`src/rtl/rs485_dir_pkg.sv`:
```
// Package: shared types and constants for the transceiver direction
// controller. Assumes an 8-bit control register whose field positions are
// fixed by the software-visible layout.
package rs485_dir_pkg;

    localparam int CFG_W = 8;

    // Pin-select field encodings (bits 1:0 of the control register).
    typedef enum logic [1:0] {
        PINSEL_NONE = 2'b00,
        PINSEL_RTS  = 2'b01,
        PINSEL_DTR  = 2'b10,
        PINSEL_RDY  = 2'b11
    } pinsel_e;

    // Control register view, MSB first.
    typedef struct packed {
        logic       rx_level;
        logic       rx_toggle;
        logic       tx_level;
        logic       tx_toggle;
        logic [1:0] unused;
        pinsel_e    pinsel;
    } dir_cfg_t;

    localparam logic [CFG_W-1:0] CFG_RESET = 8'h80;
    localparam logic [CFG_W-1:0] CFG_WMASK = 8'hF3;

    // Values the four pins take while reset is applied.
    localparam logic RTS_PIN_RESET   = 1'b1;
    localparam logic DTR_PIN_RESET   = 1'b1;
    localparam logic TXRDY_PIN_RESET = 1'b0;
    localparam logic RXRDY_PIN_RESET = 1'b0;

endpackage

```
`src/rtl/rs485_dir_cfg_reg.sv`:
```
// Module: control register. Holds the direction-control settings and masks
// the unused bits on every write, so they always read as zero.
// Assumes a single-register bus: a write strobe and data, with no address.
module rs485_dir_cfg_reg
    import rs485_dir_pkg::*;
(
    input  logic             clk,
    input  logic             rst_n,
    input  logic             wr_en,
    input  logic [CFG_W-1:0] wdata,
    output dir_cfg_t         cfg,
    output logic [CFG_W-1:0] rdata
);

    logic [CFG_W-1:0] cfg_q;

    // Load masked write data, or the reset pattern.
    always_ff @(posedge clk) begin
        if (!rst_n) begin
            cfg_q <= CFG_RESET;
        end else if (wr_en) begin
            cfg_q <= wdata & CFG_WMASK;
        end
    end

    // Present the register as a struct and as raw read data.
    always_comb begin
        cfg   = dir_cfg_t'(cfg_q);
        rdata = cfg_q;
    end

endmodule

```
`src/rtl/rs485_dir_enable_gen.sv`:
```
// Module: derives the transmit and receive enable levels from transmitter
// activity and the level and toggle settings.
// Purely combinational; the pin stage registers the results.
module rs485_dir_enable_gen (
    input  logic tx_active,
    input  logic tx_level,
    input  logic tx_toggle,
    input  logic rx_level,
    input  logic rx_toggle,
    output logic txen,
    output logic rxen
);

    // TXEN is asserted while sending; when toggling, it is deasserted while idle.
    always_comb begin
        if (tx_toggle) begin
            txen = tx_active ? tx_level : ~tx_level;
        end else begin
            txen = tx_level;
        end
    end

    // RXEN is asserted while idle; when toggling, it is deasserted while sending.
    always_comb begin
        if (rx_toggle) begin
            rxen = tx_active ? ~rx_level : rx_level;
        end else begin
            rxen = rx_level;
        end
    end

endmodule

```
`src/rtl/rs485_dir_pin_mux.sv`:
```
// Module: selects, for each shared pin, either its normal signal or an
// enable, and registers the result.
// HAS_RDY_PINS=0 models a package without the status pins; the RDY
// selection then falls back to plain pass-through.
module rs485_dir_pin_mux
    import rs485_dir_pkg::*;
#(
    parameter bit HAS_RDY_PINS = 1'b1
) (
    input  logic    clk,
    input  logic    rst_n,
    input  pinsel_e pinsel,
    input  logic    txen,
    input  logic    rxen,
    input  logic    rts_n_in,
    input  logic    dtr_n_in,
    input  logic    txrdy_in,
    input  logic    rxrdy_in,
    output logic    rts_pin,
    output logic    dtr_pin,
    output logic    txrdy_pin,
    output logic    rxrdy_pin
);

    pinsel_e eff_sel;
    logic    rts_d, dtr_d, txrdy_d, rxrdy_d;

    // Resolve the effective selection for the configured package.
    generate
        if (HAS_RDY_PINS) begin : g_rdy_pins
            assign eff_sel = pinsel;
        end else begin : g_no_rdy_pins
            assign eff_sel = (pinsel == PINSEL_RDY) ? PINSEL_NONE : pinsel;
        end
    endgenerate

    // Choose the next value of each pin from the effective selection.
    always_comb begin
        rts_d   = rts_n_in;
        dtr_d   = dtr_n_in;
        txrdy_d = txrdy_in;
        rxrdy_d = rxrdy_in;
        unique case (eff_sel)
            PINSEL_RTS: rts_d = txen;
            PINSEL_DTR: dtr_d = txen;
            PINSEL_RDY: begin
                txrdy_d = txen;
                rxrdy_d = rxen;
            end
            default: ;
        endcase
    end

    // Register the pins so that selection changes cannot glitch them.
    always_ff @(posedge clk) begin
        if (!rst_n) begin
            rts_pin   <= RTS_PIN_RESET;
            dtr_pin   <= DTR_PIN_RESET;
            txrdy_pin <= TXRDY_PIN_RESET;
            rxrdy_pin <= RXRDY_PIN_RESET;
        end else begin
            rts_pin   <= rts_d;
            dtr_pin   <= dtr_d;
            txrdy_pin <= txrdy_d;
            rxrdy_pin <= rxrdy_d;
        end
    end

endmodule

```
`src/rtl/rs485_dir_ctrl.sv`:
```
// Module: top of the per-channel direction controller. Ties the control
// register, the enable generator and the registered pin multiplexer
// together. Assumes tx_active is synchronous to clk.
module rs485_dir_ctrl
    import rs485_dir_pkg::*;
#(
    parameter bit HAS_RDY_PINS = 1'b1
) (
    input  logic             clk,
    input  logic             rst_n,
    input  logic             cfg_wr,
    input  logic [CFG_W-1:0] cfg_wdata,
    output logic [CFG_W-1:0] cfg_rdata,
    input  logic             tx_active,
    input  logic             rts_n_in,
    input  logic             dtr_n_in,
    input  logic             txrdy_in,
    input  logic             rxrdy_in,
    output logic             rts_txen_pin,
    output logic             dtr_txen_pin,
    output logic             txrdy_txen_pin,
    output logic             rxrdy_rxen_pin
);

    dir_cfg_t cfg;
    logic     txen;
    logic     rxen;

    rs485_dir_cfg_reg u_cfg (
        .clk   (clk),
        .rst_n (rst_n),
        .wr_en (cfg_wr),
        .wdata (cfg_wdata),
        .cfg   (cfg),
        .rdata (cfg_rdata)
    );

    rs485_dir_enable_gen u_en (
        .tx_active (tx_active),
        .tx_level  (cfg.tx_level),
        .tx_toggle (cfg.tx_toggle),
        .rx_level  (cfg.rx_level),
        .rx_toggle (cfg.rx_toggle),
        .txen      (txen),
        .rxen      (rxen)
    );

    rs485_dir_pin_mux #(
        .HAS_RDY_PINS (HAS_RDY_PINS)
    ) u_mux (
        .clk       (clk),
        .rst_n     (rst_n),
        .pinsel    (cfg.pinsel),
        .txen      (txen),
        .rxen      (rxen),
        .rts_n_in  (rts_n_in),
        .dtr_n_in  (dtr_n_in),
        .txrdy_in  (txrdy_in),
        .rxrdy_in  (rxrdy_in),
        .rts_pin   (rts_txen_pin),
        .dtr_pin   (dtr_txen_pin),
        .txrdy_pin (txrdy_txen_pin),
        .rxrdy_pin (rxrdy_rxen_pin)
    );

endmodule

```
`config.mk`:
```
export PLATFORM = sky130hd
export DESIGN_NAME = rs485_dir_ctrl
export DESIGN_NICKNAME = d
export VERILOG_FILES = /design/src/rtl/rs485_dir_pkg.sv /design/src/rtl/rs485_dir_cfg_reg.sv /design/src/rtl/rs485_dir_enable_gen.sv /design/src/rtl/rs485_dir_pin_mux.sv /design/src/rtl/rs485_dir_ctrl.sv
export SDC_FILE = /design/constraint.sdc
export NUM_CORES = 1
export LEC_CHECK = 0
export ABC_AREA = 1
export BUFFER_PORTS_ARGS = -buffer_cell sky130_fd_sc_hd__buf_2
export CAP_MARGIN = 15
export CORE_AREA = 8 8 45 47
export DETAILED_ROUTE_END_ITERATION = 12
export DIE_AREA = 0 0 53 55
export MAX_ROUTING_LAYER = met4
export PLACE_DENSITY_LB_ADDON = 0.08
export SYNTH_ARGS = -nofsm -noshare
export SYNTH_HDL_FRONTEND = slang
export SYNTH_SLANG_ARGS = --single-unit
export TNS_END_PERCENT = 1
```
`constraint.sdc`:
```
create_clock -name clk -period 1.65 [get_ports clk]
set_input_delay 0.33 -clock clk [delete_from_list [all_inputs] [get_ports clk]]
set_output_delay 0.33 -clock clk [all_outputs]
set_load 0.1 [all_outputs]
```
==> impl_metrics.sql, run 1 <==
INSERT INTO impl_metrics (metric_group, metric, value, unit) VALUES
('yosys', 'post_synth_inst_count', '64', ''),
('worst_hold_path', 'hp-start', 'cfg_wdata[7]', ''),
('critical_path', 'data_arrival_time_at_the_worst_slack_endpoint', '1.09', 'ns'),
('critical_path', 'timing.critical_path.max_delay_family', 'buffers and inverters', ''),
('yosys', 'synth_compound_area_share', '15.5', '%'),
('grt', 'gr-max-usage-layer', 'met1', ''),
('routing', 'detail_route.wirelength', '973', 'um'),
('run_status', 'outcome', 'finished clean', ''),
('pwr', 'ir_worst_vdd', '0.304', 'mV'),
('clock_network', 'cts_tree', 'done', ''),
('pwr', 'total_leakage_power', '0.315', 'nW'),
('yosys', 'dominant_combinational_cell_family_by_area_after_synthesis', 'simple AND/OR/NAND/NOR gates', ''),
('yosys', 'synth-xor-area-share', '0', '%'),
('worst_hold_path', 'timing.hold.worst.class', 'primary input to register', ''),
('timing', 'drv_slew', '0', ''),
('timing', 'min_period_over_period', '85.8', '%'),
('grt', 'grt.met2_usage', '9.38', '%'),
('final_layout', 'layout_filler_cell_count', '171', ''),
('yosys', 'syn_area', '459', 'um^2'),
('routing', 'detail-route-antenna-nets', '0', ''),
('pwr', 'pwr_density_cell', '1140', 'nW/um^2'),
('final_layout', 'layout-drive-gt1-share', '33.3', '%'),
('grt', 'grt_pass1_vias', '379', ''),
('routing', 'wire_per_inst', '9.73', 'um'),
('timing', 'finalSetupTns', '0', 'ns'),
('grt', 'grt.met3_usage', '1.87', '%'),
('placement', 'place.port_buffers', '23', ''),
('routing', 'num_vias', '421', ''),
('yosys', 'post_synth_num_cell_types', '12', ''),
('grt', 'grt_overflow', '0', ''),
('final_layout', 'antenna_cells', '0', ''),
('yosys', 'synth.ff_latch_count', '10', ''),
('final_layout', 'finalNetCount', '102', ''),
('timing', 'timing.final.crit_period', '1.42', 'ns'),
('final_layout', 'area_delta_synth_final', '23.7', '%'),
('critical_path', 'setup.reg_to_reg.worst_slack', '0.83', 'ns'),
('placement', 'gp_congestion', '0.746', ''),
('routing', 'drt_pre_antenna_iters', '2', ''),
('critical_path', 'critPathKind', 'register to output pin', ''),
('floorplan', 'num_rows', '14', ''),
('critical_path', 'ff2ff_path_depth', '3', ''),
('clock_network', 'post_cts_hold_buffer_count', '0', ''),
('timing', 'finalHoldViolCount', '0', ''),
('grt', 'met1_usage_in_global_routing', '9.51', '%'),
('floorplan', 'die_height', '55', 'um'),
('floorplan', 'floorplan.io_pins', '28', ''),
('yosys', 'post_synthesis_adder_cell_area_fraction', '0', '%'),
('routing', 'route.detailed.drc', '0', ''),
('job', 'max_cap_violations', '0', ''),
('timing', 'final.setup_skew', '0.000367', 'ns'),
('clock_network', 'clkTransAtPathRegs', '0.06', 'ns'),
('clock_network', 'clkSinkCount', '10', ''),
('placement', 'post_dp_hpwl', '799', 'um'),
('floorplan', 'effective_utilization_at_floorplan', '33.2', '%'),
('floorplan', 'die_w', '53', 'um'),
('routing', 'drt_first_iter_violations', '7', ''),
('grt', 'grt_pass1_wl', '1.58', 'mm'),
('yosys', 'synth_seq_area_share', '43.6', '%'),
('routing', 'vias_per_cell', '4.21', ''),
('clock_network', 'cts_buffer_depth', '2', ''),
('critical_path', 'regToRegStartpoint', 'u_cfg.cfg[1]', ''),
('critical_path', 'r2r_end', 'u_mux.dtr_pin', ''),
('yosys', 'yosys.area_share.simple', '21.3', '%'),
('yosys', 'synth.yosys.warnings', '0', ''),
('floorplan', 'die_area', '2920', 'um^2'),
('clock_network', 'clock_latency', '0.26', 'ns'),
('critical_path', 'max_stage_delay', '0.45', 'ns'),
('critical_path', 'cp_num_buf_inv', '1', ''),
('final_layout', 'finish.cell_count_without_fillers', '100', ''),
('clock_network', 'cts_root_buf', 'sky130_fd_sc_hd__clkbuf_4', ''),
('critical_path', 'critical-path-slowest-cell', 'sky130_fd_sc_hd__buf_2', '');
[sequential cells by signal, summed over array words and instances (netlist names)]
| signal | cells |
|---|---|
| u_cfg.cfg | 6 |
| u_mux.dtr_pin | 1 |
| u_mux.rts_pin | 1 |
| u_mux.rxrdy_pin | 1 |
| u_mux.txrdy_pin | 1 |
[cells in the final DEF (no fill, tap or decap), drive strengths merged]
| cell type | n |
|---|---|
| nor2 | 6 |
| nand3 | 6 |
| o211ai | 1 |
| o21ai | 7 |
| nand2 | 12 |
| clkbuf | 3 |
| dfxtp | 10 |
| buf | 23 |
| conb | 2 |
| inv | 9 |
| a21oi | 5 |
[cells by family (layout without fill, tap and decap cells)]
| family | after synthesis | after routing |
|---|---|---|
| and+or+nand+nor | 24 | 24 |
| buffers and inverters | 16 | 35 |
| AOI/OAI and AO/OA | 13 | 13 |
| DFF | 10 | 10 |
| other | 1 | 2 |
[Yosys cell counts]
| master | count | area [um^2] |
|---|---|---|
| sky130_fd_sc_hd__nand2_1 | 12 | 45.0 |
| sky130_fd_sc_hd__conb_1 | 1 | 3.75 |
| sky130_fd_sc_hd__o21ai_0 | 7 | 35.0 |
| sky130_fd_sc_hd__inv_2 | 1 | 3.75 |
| sky130_fd_sc_hd__o211ai_1 | 1 | 7.51 |
| sky130_fd_sc_hd__buf_4 | 7 | 52.6 |
| sky130_fd_sc_hd__nor2_1 | 6 | 22.5 |
| sky130_fd_sc_hd__a21oi_1 | 4 | 20.0 |
| sky130_fd_sc_hd__nand3_1 | 6 | 30.0 |
| sky130_fd_sc_hd__inv_1 | 8 | 30.0 |
| sky130_fd_sc_hd__dfxtp_1 | 10 | 200 |
| sky130_fd_sc_hd__a21oi_2 | 1 | 8.76 |
[area by class of cell]
type,count,area (um^2),area share [%]
multi-input combinational,39,176,31.1
sequential,10,200,35.2
tap,16,20.0,3.52
clock buffer,3,22.5,3.96
timing repair buffer,23,115,20.3
inverter,9,33.8,5.95
[worst max path at each step]
stage	startpoint	to	slack [ns]	cells after the start
6_report	u_cfg.cfg[0]	cfg_rdata[0]	0.23	1
3_5_place_dp	u_cfg.cfg[0]	cfg_rdata[0]	0.51	1
5_1_grt	u_cfg.cfg[1]	cfg_rdata[1]	0.16	1
2_1_floorplan	u_cfg.cfg[1]	u_mux.dtr_pin	0.14	3
3_3_place_gp	u_cfg.cfg[1]	cfg_rdata[1]	0.51	1
4_1_cts	u_cfg.cfg[0]	cfg_rdata[0]	0.22	1
[per-layer routing]
layer  up-vias  share of wire, %
met2        18                43
met3         5               7.0
met5         -                 0
li1        237                 -
met1       161                45
met4         0               4.2
[power by group]
group          switching [W]  internal (W)  total [W]
combinational       0.000182     0.0000369   0.000219
sequential        0.00000964      0.000259   0.000268
clock              0.0000776     0.0000840   0.000162
[per-stage QoR]
step | total power, W | setup slack (ns) | hold slack [ns] | cell area, um^2 | util (%)
global placement | 0.000494 | 0.507 | 0.482 | 546 | 39.4
finish | 0.000649 | 0.235 | 0.285 | 568 | 41.0
CTS | 0.000661 | 0.221 | 0.277 | 568 | 41.0
global route | 0.000686 | 0.161 | 0.293 | 568 | 41.0
detailed placement | 0.000494 | 0.514 | 0.476 | 546 | 39.4
floorplan | 0.000469 | 0.145 | 0.456 | 463 | -
Power figures use the tool's default switching activity.
==> inputs of run 2 (changes only) <==
--- a/config.mk
+++ b/config.mk
@@ -13,6 +13,7 @@
 export DIE_AREA = 0 0 53 55
 export MAX_ROUTING_LAYER = met4
 export PLACE_DENSITY_LB_ADDON = 0.08
+export REMOVE_ABC_BUFFERS = 1
 export SYNTH_ARGS = -nofsm -noshare
 export SYNTH_HDL_FRONTEND = slang
 export SYNTH_SLANG_ARGS = --single-unit
==> run 2 against run 1 <==
Against the previous run: first-iteration DRC count is 43% lower; utilization is 0.99 points higher; power is 8.4% higher; via count is 0.71% higher; critical endpoint unchanged; largest power group unchanged.
==> impl_metrics.sql, run 2 (synthesis results as in run 1) <==
INSERT INTO impl_metrics (metric_group, metric, value, unit) VALUES
('clock_network', 'cts_tree', 'done', ''),
('grt', 'antenna_found_initial', '0', ''),
('floorplan', 'die_height', '55', 'um'),
('pwr', 'comb_power_share', '31.1', '%'),
('pwr', 'net-switching-power', '0.000274', 'W'),
('routing', 'wire_per_inst', '10.0', 'um'),
('timing', 'grt_setup_unrepaired', 'false', ''),
('worst_hold_path', 'timing.hold.worst.class', 'primary input to register', ''),
('clock_network', 'cts-buffers-inserted', '3', ''),
('routing', 'drt_first_iter_violations', '4', ''),
('routing', 'drt_pre_antenna_iters', '4', ''),
('timing', 'finalHoldViolCount', '0', ''),
('worst_hold_path', 'worstHoldPathCells', '3', ''),
('run_status', 'outcome', 'finished clean', ''),
('timing', 'finalSetupTns', '0', 'ns'),
('critical_path', 'worst_setup_path_start_kind', 'register', ''),
('critical_path', 'data_arrival_time_at_the_worst_slack_endpoint', '1.09', 'ns'),
('critical_path', 'worstSetupPathDepth', '1', ''),
('worst_hold_path', 'worstHoldEndpoint', 'u_cfg.cfg[7]', ''),
('critical_path', 'critical-path-slowest-cell', 'sky130_fd_sc_hd__buf_2', ''),
('final_layout', 'layout_filler_cell_count', '161', ''),
('critical_path', 'cp_num_buf_inv', '1', ''),
('critical_path', 'cp_max_fo', '5', ''),
('routing', 'num_vias', '424', ''),
('floorplan', 'num_rows', '14', ''),
('pwr', 'power.internal', '0.000429', 'W'),
('clock_network', 'cts_resized', '0', ''),
('final_layout', 'area_delta_synth_final', '26.7', '%'),
('clock_network', 'clkSinkCount', '10', ''),
('critical_path', 'critPathKind', 'register to output pin', ''),
('timing', 'final.setup_skew', '0.00514', 'ns'),
('timing', 'post-route-worst-setup-slack', '0.226', 'ns'),
('final_layout', 'layout_common_cells', '23 x sky130_fd_sc_hd__buf_2, 12 x sky130_fd_sc_hd__nand2_1, 10 x sky130_fd_sc_hd__dfxtp_1', ''),
('pwr', 'ir_worst_vdd', '0.642', 'mV'),
('pwr', 'pwr_density_cell', '1210', 'nW/um^2'),
('worst_hold_path', 'hp-start', 'cfg_wdata[7]', ''),
('pwr', 'pwr-share-seq', '38.2', '%'),
('pwr', 'clockPowerShare', '30.7', '%'),
('clock_network', 'post_cts_hold_buffer_count', '0', ''),
('routing', 'detail-route-antenna-nets', '0', ''),
('placement', 'place.port_buffers', '23', ''),
('routing', 'route.detailed.drc', '0', ''),
('timing', 'drv_slew', '0', ''),
('placement', 'detailedPlace.worstSlack', '0.501', 'ns'),
('critical_path', 'max_stage_delay', '0.45', 'ns'),
('final_layout', 'largest_register_ffs', '6', ''),
('critical_path', 'setup.reg_to_reg.worst_slack', '0.83', 'ns'),
('clock_network', 'clock_latency', '0.26', 'ns'),
('routing', 'detail_route.wirelength', '1.01', 'mm'),
('clock_network', 'clkTransAtPathRegs', '0.07', 'ns'),
('final_layout', 'finalNetCount', '102', ''),
('clock_network', 'cts_buffer_depth', '2', ''),
('grt', 'grt_pass1_vias', '399', ''),
('grt', 'grt_start_max_net_pins', '11', ''),
('final_layout', 'regArea', '200', 'um^2'),
('timing', 'timing.final.crit_period', '1.42', 'ns'),
('job', 'max_cap_violations', '0', ''),
('final_layout', 'layout-drive-gt1-share', '34.1', '%'),
('placement', 'post_dp_hpwl', '831', 'um'),
('final_layout', 'final_cell_area', '582', 'um^2'),
('clock_network', 'cts_root_buf', 'sky130_fd_sc_hd__clkbuf_4', ''),
('critical_path', 'r2r_end', 'u_mux.rts_pin', ''),
('floorplan', 'die_area', '2920', 'um^2'),
('clock_network', 'cts_htree_levels', '1', ''),
('floorplan', 'die_w', '53', 'um'),
('critical_path', 'critical_path.endpoint_type', 'output pin', ''),
('floorplan', 'effective_utilization_at_floorplan', '33.2', '%'),
('timing', 'finalSetupViolations', '0', ''),
('final_layout', 'final_common_cell', 'sky130_fd_sc_hd__buf_2', ''),
('floorplan', 'floorplan.io_pins', '28', ''),
('critical_path', 'timing.critical_path.required', '1.32', 'ns'),
('routing', 'vias_per_cell', '4.20', ''),
('critical_path', 'ff2ff_path_depth', '3', ''),
('pwr', 'power_switching_share', '39.0', '%'),
('placement', 'gp_congestion', '0.653', ''),
('timing', 'clock.fmax', '0.702', 'GHz'),
('grt', 'grt_overflow', '0', ''),
('critical_path', 'cp_cell_sequence', 'buf_2', ''),
('final_layout', 'utilization', '42.0', '%'),
('placement', 'place_area', '546', 'um^2'),
('pwr', 'total_leakage_power', '0.322', 'nW'),
('floorplan', 'coreArea', '1380', 'um^2'),
('final_layout', 'antenna_cells', '0', ''),
('timing', 'min_period_over_period', '86.3', '%'),
('critical_path', 'regToRegStartpoint', 'u_cfg.cfg[0]', ''),
('grt', 'grt_use_total', '8.14', '%'),
('grt', 'grt_pass1_wl', '1.67', 'mm'),
('critical_path', 'timing.critical_path.max_delay_family', 'buffers and inverters', ''),
('clock_network', 'cts_post_setup_buffers_inserted', '0', ''),
('final_layout', 'multi_input_area', '176', 'um^2');
[run 2: worst min-delay path, stage by stage]
cell	delay (ns)
sky130_fd_sc_hd__buf_2	0.07
sky130_fd_sc_hd__nand2_1	0.04
sky130_fd_sc_hd__o211ai_1	0.06
[run 2: cell type report]
class,instances,area share (%)
sequential,10,34.4
multi-input combinational,39,30.3
timing repair buffer,23,19.8
clock buffer,4,6.24
inverter,9,5.81
tap,16,3.44
[run 2: routing by layer]
| metal | vias to the layer above | global-route usage [%] | routed length, um |
|---|---|---|---|
| met5 | - | - | 0 |
| met4 | 0 | 2.59 | 8 |
| met3 | 2 | 5.88 | 89 |
| met2 | 15 | 11.9 | 489 |
| met1 | 170 | 8.44 | 425 |
| li1 | 237 | - | - |
[run 2: per-stage QoR]
step	hold WS [ns]	std cells	total power, W
2_1_floorplan	0.414	58	0.000452
3_3_place_gp	0.485	97	0.000494
3_5_place_dp	0.487	97	0.000495
4_1_cts	0.269	101	0.000715
5_1_grt	0.280	101	0.000748
6_report	0.281	101	0.000703
[run 2: how the worst max path moves through the flow]
stage / end / slack [ns] / start
3_3_place_gp: cfg_rdata[0] / 0.51 / u_cfg.cfg[0]
5_1_grt: cfg_rdata[1] / 0.13 / u_cfg.cfg[1]
3_5_place_dp: cfg_rdata[0] / 0.50 / u_cfg.cfg[0]
4_1_cts: cfg_rdata[0] / 0.20 / u_cfg.cfg[0]
2_1_floorplan: u_mux.dtr_pin / 0.14 / u_cfg.cfg[1]
6_report: cfg_rdata[0] / 0.23 / u_cfg.cfg[0]
[run 2: power groups by stage]
stage | logic [W] | registers (W) | clock network, W
after global placement | 0.000220 | 0.000274 | 0
final | 0.000219 | 0.000269 | 0.000216
after CTS | 0.000221 | 0.000269 | 0.000226
after global routing | 0.000232 | 0.000272 | 0.000244
after detailed placement | 0.000220 | 0.000275 | 0
after floorplan | 0.0000534 | 0.000399 | 0
==> inputs of run 3 (changes only) <==
--- a/config.mk
+++ b/config.mk
@@ -8,9 +8,9 @@
 export ABC_AREA = 1
 export BUFFER_PORTS_ARGS = -buffer_cell sky130_fd_sc_hd__buf_2
 export CAP_MARGIN = 15
-export CORE_AREA = 8 8 45 47
+export CORE_AREA = 2 2 39 41
 export DETAILED_ROUTE_END_ITERATION = 12
-export DIE_AREA = 0 0 53 55
+export DIE_AREA = 0 0 41 43
 export MAX_ROUTING_LAYER = met4
 export PLACE_DENSITY_LB_ADDON = 0.08
 export REMOVE_ABC_BUFFERS = 1
==> run 3 against run 2 <==
Against the previous run: global-route usage is 4.7 points higher; final cell count unchanged; flip-flop and latch count unchanged; register-to-register slack barely moved; via count increased by 0.71%; clock skew is essentially flat; critical path type unchanged.
==> impl_metrics.sql, run 3 (synthesis results as in run 1) <==
INSERT INTO impl_metrics (metric_group, metric, value, unit) VALUES
('final_layout', 'antenna_cells', '0', ''),
('job', 'max_cap_violations', '0', ''),
('pwr', 'total_leakage_power', '0.322', 'nW'),
('timing', 'finalHoldViolCount', '0', ''),
('timing', 'final.setup_skew', '0.00517', 'ns'),
('timing', 'post-route-worst-setup-slack', '0.231', 'ns'),
('final_layout', 'layout-drive-gt1-share', '34.1', '%'),
('timing', 'finalSetupViolations', '0', ''),
('routing', 'detail_route.wirelength', '834', 'um'),
('grt', 'grt_start_max_net_pins', '11', ''),
('critical_path', 'timing.critical_path.max_delay_family', 'buffers and inverters', ''),
('final_layout', 'largest_register_ffs', '6', ''),
('placement', 'place_area', '546', 'um^2'),
('critical_path', 'critical-path-slowest-cell', 'sky130_fd_sc_hd__buf_2', ''),
('pwr', 'clockPowerShare', '30.2', '%'),
('floorplan', 'die_area', '1760', 'um^2'),
('critical_path', 'regToRegStartpoint', 'u_cfg.cfg[1]', ''),
('timing', 'min_period_over_period', '86.0', '%'),
('pwr', 'total_power', '0.000697', 'W'),
('clock_network', 'clock_latency', '0.26', 'ns'),
('pwr', 'power_switching_share', '38.5', '%'),
('worst_hold_path', 'worstHoldPathCells', '3', ''),
('pwr', 'pwr_density_cell', '1200', 'nW/um^2'),
('timing', 'grt_setup_unrepaired', 'false', ''),
('clock_network', 'cts_post_setup_buffers_inserted', '0', ''),
('final_layout', 'finish.cell_count_without_fillers', '101', ''),
('clock_network', 'cts_htree_levels', '1', ''),
('clock_network', 'cts_root_buf', 'sky130_fd_sc_hd__clkbuf_4', ''),
('floorplan', 'floorplan.io_pins', '28', ''),
('timing', 'clock.fmax', '0.705', 'GHz'),
('clock_network', 'cts-buffers-inserted', '3', ''),
('clock_network', 'clkSinkCount', '10', ''),
('critical_path', 'cp_max_fo', '5', ''),
('routing', 'drt_first_iter_violations', '2', ''),
('grt', 'grt_overflow', '0', ''),
('timing', 'timing.final.crit_period', '1.42', 'ns'),
('critical_path', 'critPathKind', 'register to output pin', ''),
('pwr', 'comb_power_share', '31.2', '%'),
('placement', 'detailedPlace.worstSlack', '0.507', 'ns'),
('clock_network', 'clkTransAtPathRegs', '0.07', 'ns'),
('grt', 'grt_use_total', '12.8', '%'),
('clock_network', 'cts_buffer_depth', '2', ''),
('clock_network', 'cts_resized', '0', ''),
('pwr', 'pwr-share-seq', '38.6', '%'),
('grt', 'antenna_found_initial', '0', ''),
('routing', 'vias_per_cell', '4.23', ''),
('worst_hold_path', 'worstHoldEndpoint', 'u_cfg.cfg[7]', ''),
('critical_path', 'data_arrival_time_at_the_worst_slack_endpoint', '1.09', 'ns'),
('critical_path', 'cp_cell_sequence', 'buf_2', ''),
('clock_network', 'cts_tree', 'done', ''),
('critical_path', 'setup.reg_to_reg.worst_slack', '0.83', 'ns'),
('run_status', 'outcome', 'finished clean', ''),
('critical_path', 'ff2ff_path_depth', '3', ''),
('grt', 'grt_pass1_vias', '376', ''),
('clock_network', 'post_cts_hold_buffer_count', '0', ''),
('final_layout', 'layout_filler_cell_count', '167', ''),
('floorplan', 'die_w', '41', 'um'),
('placement', 'post_dp_hpwl', '689', 'um'),
('final_layout', 'final_common_cell', 'sky130_fd_sc_hd__buf_2', ''),
('critical_path', 'r2r_end', 'u_mux.dtr_pin', ''),
('final_layout', 'multi_input_area', '176', 'um^2'),
('routing', 'drt_pre_antenna_iters', '4', ''),
('placement', 'gp_congestion', '0.661', ''),
('routing', 'num_vias', '427', ''),
('final_layout', 'final_cell_area', '582', 'um^2'),
('final_layout', 'regArea', '200', 'um^2'),
('floorplan', 'effective_utilization_at_floorplan', '33.2', '%'),
('placement', 'place.port_buffers', '23', ''),
('pwr', 'ir_worst_vdd', '0.593', 'mV'),
('worst_hold_path', 'hp-start', 'cfg_wdata[7]', ''),
('critical_path', 'max_stage_delay', '0.45', 'ns'),
('timing', 'finalSetupTns', '0', 'ns'),
('critical_path', 'worst_setup_path_start_kind', 'register', ''),
('final_layout', 'finalNetCount', '102', ''),
('routing', 'route.detailed.drc', '0', ''),
('floorplan', 'coreArea', '1380', 'um^2'),
('pwr', 'net-switching-power', '0.000268', 'W'),
('routing', 'detail-route-antenna-nets', '0', ''),
('pwr', 'power.internal', '0.000429', 'W'),
('final_layout', 'area_delta_synth_final', '26.7', '%'),
('timing', 'drv_slew', '0', ''),
('critical_path', 'timing.critical_path.required', '1.32', 'ns'),
('final_layout', 'layout_common_cells', '23 x sky130_fd_sc_hd__buf_2, 12 x sky130_fd_sc_hd__nand2_1, 10 x sky130_fd_sc_hd__dfxtp_1', ''),
('routing', 'wire_per_inst', '8.26', 'um'),
('critical_path', 'critical_path.endpoint_type', 'output pin', ''),
('worst_hold_path', 'timing.hold.worst.class', 'primary input to register', ''),
('grt', 'grt_pass1_wl', '1.44', 'mm'),
('critical_path', 'cp_num_buf_inv', '1', ''),
('floorplan', 'die_height', '43', 'um'),
('placement', 'place.detailed.instances', '97', ''),
('floorplan', 'num_rows', '14', '');
-- run 3: cell counts in the layout (fill, tap and decap cells not counted) --
Identical to the previous run, type by type.
-- run 3: routing by layer --
metal	GRT usage, %	share of wire (%)	up-vias	wire length (um)
met5	-	0	-	0
met4	4.00	0	0	0
met3	7.85	6.1	0	51
met2	18.1	50	13	416
met1	14.7	44	177	366
li1	-	-	237	-
-- run 3: final cells by class --
class	count	area share, %
Sequential cell	10	34.4
Multi-Input combinational cell	39	30.3
Timing Repair Buffer	23	19.8
Clock buffer	4	6.24
Inverter	9	5.81
Tap cell	16	3.44
-- run 3: worst register-to-register path, delay by kind of cell (launching register included) --
family / cells / cell delay (ns)
and+or+nand+nor: 1 / 0.09
AOI/OAI and AO/OA: 1 / 0.15
buffers and inverters: 1 / 0.08
DFF: 1 / 0.38
-- run 3: worst max path at each step --
stage,from,endpoint,slack [ns],cells past startpoint
6_report,u_cfg.cfg[0],cfg_rdata[0],0.23,1
5_1_grt,u_cfg.cfg[1],cfg_rdata[1],0.16,1
4_1_cts,u_cfg.cfg[0],cfg_rdata[0],0.21,1
3_5_place_dp,u_cfg.cfg[0],cfg_rdata[0],0.51,1
3_3_place_gp,u_cfg.cfg[0],cfg_rdata[0],0.51,1
2_1_floorplan,u_cfg.cfg[1],u_mux.dtr_pin,0.14,3
-- run 3: power by group through the flow --
stage	clock network [W]	logic, W	registers (W)
after floorplan	0	0.0000534	0.000399
after global placement	0	0.000219	0.000274
after detailed placement	0	0.000219	0.000275
after CTS	0.000220	0.000220	0.000269
after global routing	0.000234	0.000233	0.000272
final	0.000211	0.000218	0.000269
-- run 3: stage by stage --
stage	hold WS, ns	utilization (%)
2_1_floorplan	0.414	-
3_3_place_gp	0.485	39.4
3_5_place_dp	0.495	39.4
4_1_cts	0.280	42.0
5_1_grt	0.304	42.0
6_report	0.288	42.0
